--- src/rtl/irqc_pkg.sv ---
package irqc_pkg;
    typedef enum logic [1:0] {
        ST_HALT  = 2'd0,
        ST_LINE  = 2'd1,
        ST_CYCLE = 2'd2
    } run_state_t;

    localparam logic [1:0] SEL_LAT_LO = 2'd0;
    localparam logic [1:0] SEL_LAT_HI = 2'd1;
    localparam logic [1:0] SEL_CTRL   = 2'd2;
    localparam logic [1:0] SEL_ACK    = 2'd3;

    localparam int CTL_REPEAT = 0;
    localparam int CTL_ENABLE = 1;
    localparam int CTL_MODE   = 2;
endpackage

--- src/rtl/irqc_ctrl.sv ---
module irqc_ctrl
    import irqc_pkg::*;
#(
    parameter int CNT_W     = 8,
    parameter int DATA_W    = 8,
    parameter bit REPEAT_EN = 1'b1
) (
    input  logic              clk,
    input  logic              rst_n,
    input  logic              wr_en,
    input  logic [1:0]        wr_sel,
    input  logic [DATA_W-1:0] wr_data,
    output logic [CNT_W-1:0]  latch,
    output logic              reload,
    output logic              irq_clr,
    output logic              line_run,
    output logic              cycle_run
);
    localparam int HALF = CNT_W / 2;

    run_state_t state_q, state_d;
    logic       rep_q, mode_q;
    logic       wr_ctrl, wr_ack;
    logic       unused_data;

    assign wr_ctrl     = wr_en && (wr_sel == SEL_CTRL);
    assign wr_ack      = wr_en && (wr_sel == SEL_ACK);
    assign unused_data = ^wr_data[DATA_W-1:HALF];

    // Latch nibbles and stored control bits
    always_ff @(posedge clk or negedge rst_n) begin
        if (!rst_n) begin
            latch  <= '0;
            rep_q  <= 1'b0;
            mode_q <= 1'b0;
        end else if (wr_en) begin
            unique case (wr_sel)
                SEL_LAT_LO: latch[HALF-1:0]     <= wr_data[HALF-1:0];
                SEL_LAT_HI: latch[CNT_W-1:HALF] <= wr_data[HALF-1:0];
                SEL_CTRL: begin
                    rep_q  <= wr_data[CTL_REPEAT];
                    mode_q <= wr_data[CTL_MODE];
                end
                default: ;
            endcase
        end
    end

    // Next-state logic: CTRL_WRITE, ACK_REARM, HOLD
    always_comb begin
        state_d = state_q;
        if (wr_ctrl) begin
            if (wr_data[CTL_ENABLE])
                state_d = wr_data[CTL_MODE] ? ST_CYCLE : ST_LINE;
            else
                state_d = ST_HALT;
        end else if (wr_ack && REPEAT_EN) begin
            if (rep_q)
                state_d = mode_q ? ST_CYCLE : ST_LINE;
            else
                state_d = ST_HALT;
        end
    end

    // State register
    always_ff @(posedge clk or negedge rst_n) begin
        if (!rst_n) state_q <= ST_HALT;
        else        state_q <= state_d;
    end

    // Outputs
    always_comb begin
        line_run  = 1'b0;
        cycle_run = 1'b0;
        unique case (state_q)
            ST_HALT:  ;
            ST_LINE:  line_run  = 1'b1;
            ST_CYCLE: cycle_run = 1'b1;
            default:  ;
        endcase
        reload  = wr_ctrl && wr_data[CTL_ENABLE];
        irq_clr = wr_ctrl || wr_ack;
    end
endmodule

--- src/rtl/irqc_prescaler.sv ---
module irqc_prescaler #(
    parameter int PS_W   = 10,
    parameter int BUDGET = 341,
    parameter int STEP   = 3
) (
    input  logic                   clk,
    input  logic                   rst_n,
    input  logic                   load,
    input  logic                   step_en,
    output logic                   tick,
    output logic signed [PS_W-1:0] level
);
    localparam logic signed [PS_W-1:0] BUD_S  = PS_W'(BUDGET);
    localparam logic signed [PS_W-1:0] STEP_S = PS_W'(STEP);

    logic signed [PS_W-1:0] after_step;

    assign after_step = level - STEP_S;
    assign tick       = step_en && (after_step <= 0);

    always_ff @(posedge clk or negedge rst_n) begin
        if (!rst_n)       level <= '0;
        else if (load)    level <= BUD_S;
        else if (tick)    level <= after_step + BUD_S;
        else if (step_en) level <= after_step;
    end
endmodule

--- src/rtl/irqc_counter.sv ---
module irqc_counter #(
    parameter int CNT_W = 8
) (
    input  logic             clk,
    input  logic             rst_n,
    input  logic             load,
    input  logic             tick,
    input  logic             irq_clr,
    input  logic [CNT_W-1:0] latch,
    output logic             irq
);
    logic [CNT_W-1:0] cnt_q;
    logic             wrap;

    assign wrap = tick && (cnt_q == '1);

    always_ff @(posedge clk or negedge rst_n) begin
        if (!rst_n) begin
            cnt_q <= '0;
            irq   <= 1'b0;
        end else begin
            if (load || wrap) cnt_q <= latch;
            else if (tick)    cnt_q <= cnt_q + 1'b1;

            if (irq_clr)   irq <= 1'b0;
            else if (wrap) irq <= 1'b1;
        end
    end
endmodule

--- src/rtl/irq_line_counter.sv ---
module irq_line_counter #(
    parameter int CNT_W     = 8,
    parameter int DATA_W    = 8,
    parameter int PS_W      = 10,
    parameter int BUDGET    = 341,
    parameter int STEP      = 3,
    parameter bit REPEAT_EN = 1'b1
) (
    input  logic              clk,
    input  logic              rst_n,
    input  logic              wr_en,
    input  logic [1:0]        wr_sel,
    input  logic [DATA_W-1:0] wr_data,
    input  logic              cpu_tick,
    output logic              irq
);
    logic [CNT_W-1:0]       latch;
    logic                   reload, irq_clr, line_run, cycle_run;
    logic                   ps_tick, cnt_tick, cpu_free;
    logic signed [PS_W-1:0] ps_level;

    assign cpu_free = cpu_tick && !wr_en;
    assign cnt_tick = ps_tick || (cpu_free && cycle_run);

    irqc_ctrl #(.CNT_W(CNT_W), .DATA_W(DATA_W), .REPEAT_EN(REPEAT_EN)) u_ctrl (
        .clk(clk), .rst_n(rst_n), .wr_en(wr_en), .wr_sel(wr_sel), .wr_data(wr_data),
        .latch(latch), .reload(reload), .irq_clr(irq_clr),
        .line_run(line_run), .cycle_run(cycle_run)
    );

    irqc_prescaler #(.PS_W(PS_W), .BUDGET(BUDGET), .STEP(STEP)) u_ps (
        .clk(clk), .rst_n(rst_n), .load(reload), .step_en(cpu_free && line_run),
        .tick(ps_tick), .level(ps_level)
    );

    irqc_counter #(.CNT_W(CNT_W)) u_cnt (
        .clk(clk), .rst_n(rst_n), .load(reload), .tick(cnt_tick),
        .irq_clr(irq_clr), .latch(latch), .irq(irq)
    );
endmodule

--- config.mk ---
export PLATFORM = sky130hd
export DESIGN_NAME = irq_line_counter
export DESIGN_NICKNAME = d
export VERILOG_FILES = /design/src/rtl/irqc_pkg.sv /design/src/rtl/irqc_ctrl.sv /design/src/rtl/irqc_prescaler.sv /design/src/rtl/irqc_counter.sv /design/src/rtl/irq_line_counter.sv
export SDC_FILE = /design/constraint.sdc
export NUM_CORES = 1
export LEC_CHECK = 0
export CAP_MARGIN = 25
export CORE_MARGIN = 10
export CORE_UTILIZATION = 39
export DETAILED_ROUTE_END_ITERATION = 10
export PLACE_DENSITY = 0.6
export REMOVE_ABC_BUFFERS = 1
export SKIP_LAST_GASP = 1
export SYNTH_ARGS = -nofsm -noshare
export SYNTH_HDL_FRONTEND = slang
export SYNTH_SLANG_ARGS = --single-unit
--- constraint.sdc ---
create_clock -name clk -period 3.1 [get_ports clk]
set_input_delay 0.62 -clock clk [delete_from_list [all_inputs] [get_ports clk]]
set_output_delay 0.62 -clock clk [all_outputs]
set_load 0.01 [all_outputs]
==> impl_metrics.json <==
{
  "maxCapViolCount": 0,
  "hold_viol_final": 0,
  "cts_resized": 0,
  "via_count": 1721,
  "fin_tns_setup_ns": 0,
  "crit_path_start": "u_ps.level[1]",
  "grt_antenna_before_repair": 0,
  "numCtsBuffers": 5,
  "vias_per_cell": 5.36,
  "r2r-end": "u_cnt.cnt_q[0]",
  "gp_congestion": 0.812,
  "vdd_drop_max_mv": 0.251,
  "cts_root_buffer": "clkbuf_8",
  "cpMostUsedCell": "a211oi_1",
  "tritoncts": "yes",
  "worstHoldEndpoint": "u_cnt.irq",
  "nets": 268,
  "synth_area_um2": 2100,
  "path_clk_slew_ns": 0.07,
  "min_path_type": "register to register",
  "wl_um": 4590,
  "crit_path_end_kind": "register",
  "critical_path.top_delay_family": "compound AO/OA/AOI/OAI gates",
  "grt_pass1_vias": 1629,
  "fin_hold_ws_ns": 0.495,
  "min_delay_path_depth": 1,
  "grt_first_pass_wirelength_um": 7970,
  "synth_flop_cell": "dfrtp_1",
  "drtIter0Drc": 112,
  "min_from": "u_cnt.irq",
  "yosysMostFrequentCell": "dfrtp_1",
  "tightest_slew_ns": 0.587,
  "die_w_um": 93.5,
  "synthTopCellsByArea": "dfrtp_1 (37%), o21ai_0 (5.2%), mux2_2 (4.8%), xnor2_1 (4.2%), nand2_1 (3.9%)",
  "status": "finished clean",
  "grt_max_degree": 32,
  "ys_async_sr_fraction_pct": 100,
  "slew_viol_final": 0,
  "timing.rr.start": "u_ps.level[1]",
  "slowest_stage": "a21oi_2",
  "rows": 26,
  "crit_buf_inv": 1,
  "crit_type": "register to register",
  "utilization_pct": 47.2,
  "pwr_density_cell_nw_per_um2": 686,
  "antenna-diode-count": 0,
  "ys_types": 55,
  "wl_per_cell_um": 14.3,
  "finalSetupViolCount": 0,
  "ys_warn_count": 0,
  "h-tree-depth": 2,
  "hold_buffers": 0,
  "die_h_um": 93.5,
  "power.total_mw": 1.68,
  "synth_seq_area_share_pct": 36.9,
  "placed_cells": 313,
  "ys_top_cells_by_count": "dfrtp_1 (31), nand2_1 (22), o21ai_0 (22)",
  "area.growth.synth_to_final_pct": 16.1,
  "grt.total_usage_pct": 11.1,
  "clkLatencyLatePin_ns": 0.28,
  "reg2reg_slack_ns": 0.59,
  "rsz0062_at_grt": "false",
  "finalNonFillerCells": 321,
  "drc": 0,
  "dieArea_um2": 8730,
  "skew_ns": 0.00383,
  "timing.fmax_mhz": 398,
  "clock_path_buffers": 2,
  "io_pins": 15,
  "first_pass_iters": 4,
  "maxSlewHeadroom_pct": 60.8,
  "initial_core_util_pct": 40.7,
  "fin_crit_ns": 2.51,
  "post_cts_buffers": 0,
  "io_buffers": 10,
  "cts_num_sinks": 31,
  "rr_worst_depth": 9,
  "path_cells": "ha_1 > a211oi_1 > buf_4 > nand3_1 > xor2_1 > nand2_2 > a21oi_2 > nor3_1 > a211oi_1",
  "worstPathMaxFanout": 16,
  "synth-edff-count": 0,
  "layout-drive-gt1-share_pct": 14.7,
  "startpoint_type": "register",
  "cpPeakStageDelay_ns": 0.50,
  "required_ns": 3.30,
  "dp_hpwl_um": 3310,
  "crit_arrival_ns": 2.71,
  "grt-ovfl-total": 0,
  "synth-seq-cells": 31,
  "core_um2": 5170,
  "yosysTopAreaCellShare_pct": 36.9,
  "drtAntennaViolNets": 0,
  "leakagePower_nw": 1.03,
  "min_period_over_period_pct": 81.0,
  "netlist_instances": 233,
  "syn_avg_cell_area_um2": 9.03,
  "synth_top_area_cell": "dfrtp_1"
}
[logic make-up (layout without fill, tap and decap cells)]
family	Yosys count	count (layout)	share of synthesized area, %
flip-flops	31	31	36.9
AO/OA/AOI/OAI	70	70	22.1
buffers and inverters	19	37	4.16
AND/OR/NAND/NOR	80	80	21.0
adder cells (fa/ha/maj)	4	4	2.38
multiplexers	15	15	7.67
XOR/XNOR	14	14	5.83
[worst reg2reg max path, delay by kind of cell, from the launching register on]
| family | cells | cell delay (ns) |
|---|---|---|
| fa+ha+maj | 1 | 0.31 |
| buf+inv | 1 | 0.17 |
| compound gates | 3 | 0.97 |
| simple gates | 3 | 0.34 |
| flops | 1 | 0.43 |
| xor+xnor | 1 | 0.21 |
[how the worst max path moves through the flow]
stage,cells past startpoint,slack [ns],end
floorplan,9,0.35,u_cnt.cnt_q[0]
global placement,9,0.43,u_cnt.cnt_q[7]
detailed placement,9,0.43,u_cnt.cnt_q[3]
CTS,9,0.57,u_cnt.cnt_q[0]
global route,9,0.31,u_cnt.cnt_q[3]
finish,9,0.59,u_cnt.cnt_q[0]
[registers in the layout, indices dropped and copies added, names as in the netlist]
| name | flops |
|---|---|
| u_cnt.cnt_q | 8 |
| u_cnt.irq | 1 |
| u_ctrl.latch | 8 |
| u_ctrl.mode_q | 1 |
| u_ctrl.rep_q | 1 |
| u_ctrl.state_q | 2 |
| u_ps.level | 10 |
[stage by stage]
| stage | setup slack (ns) | area (µm²) |
|---|---|---|
| floorplan | 0.354 | 2050 |
| global placement | 0.432 | 2310 |
| detailed placement | 0.433 | 2310 |
| CTS | 0.574 | 2440 |
| global route | 0.308 | 2440 |
| finish | 0.588 | 2440 |
[layer usage]
layer | GRT usage [%] | part of all wire, % | vias to the layer above | routed length, µm
li1 | - | - | 872 | -
met4 | 4.50 | 0.55 | 0 | 25
met5 | 0 | 0 | - | 0
met2 | 15.3 | 42 | 20 | 1930
met1 | 15.9 | 54 | 826 | 2470
met3 | 2.80 | 3.5 | 3 | 162
[area by class of cell]
cell class,count,area (µm²)
Clock buffer,6,72.6
Clock inverter,2,60.1
Fill cell,496,2730
Inverter,10,37.5
Multi-Input combinational cell,183,1240
Sequential cell,31,776
Tap cell,70,87.6
Timing Repair Buffer,19,168
[power by group]
part	leakage, nW	internal (mW)	switching (mW)
registers	0.378	0.499	0.0980
logic	0.588	0.281	0.324
clock network	0.0654	0.321	0.153
[placed cells by master, fill, tap and decap left out, drive strengths merged, types with 2 or more instances in the layout]
cell type | Yosys | layout
a21o | 2 | 2
nand3 | 7 | 7
a21oi | 14 | 14
clkdlybuf4s50 | 0 | 10
nor2 | 16 | 16
nor3b | 3 | 3
nor2b | 9 | 9
o22ai | 2 | 2
nand2 | 23 | 23
dfrtp | 31 | 31
and3 | 4 | 4
xor2 | 4 | 4
xnor2 | 10 | 10
ha | 4 | 4
clkbuf | 3 | 6
buf | 6 | 9
a21boi | 3 | 3
bufinv | 0 | 2
nor4bb | 2 | 2
a41oi | 2 | 2
a211oi | 2 | 2
mux2i | 6 | 6
nor3 | 4 | 4
nand4bb | 2 | 2
o21ai | 25 | 25
a22o | 3 | 3
a211o | 2 | 2
nand2b | 2 | 2
mux2 | 9 | 9
o22a | 2 | 2
a22oi | 2 | 2
a31oi | 2 | 2
or2 | 2 | 2
inv | 10 | 10
Note: power is estimated with default switching activity, not from simulation.
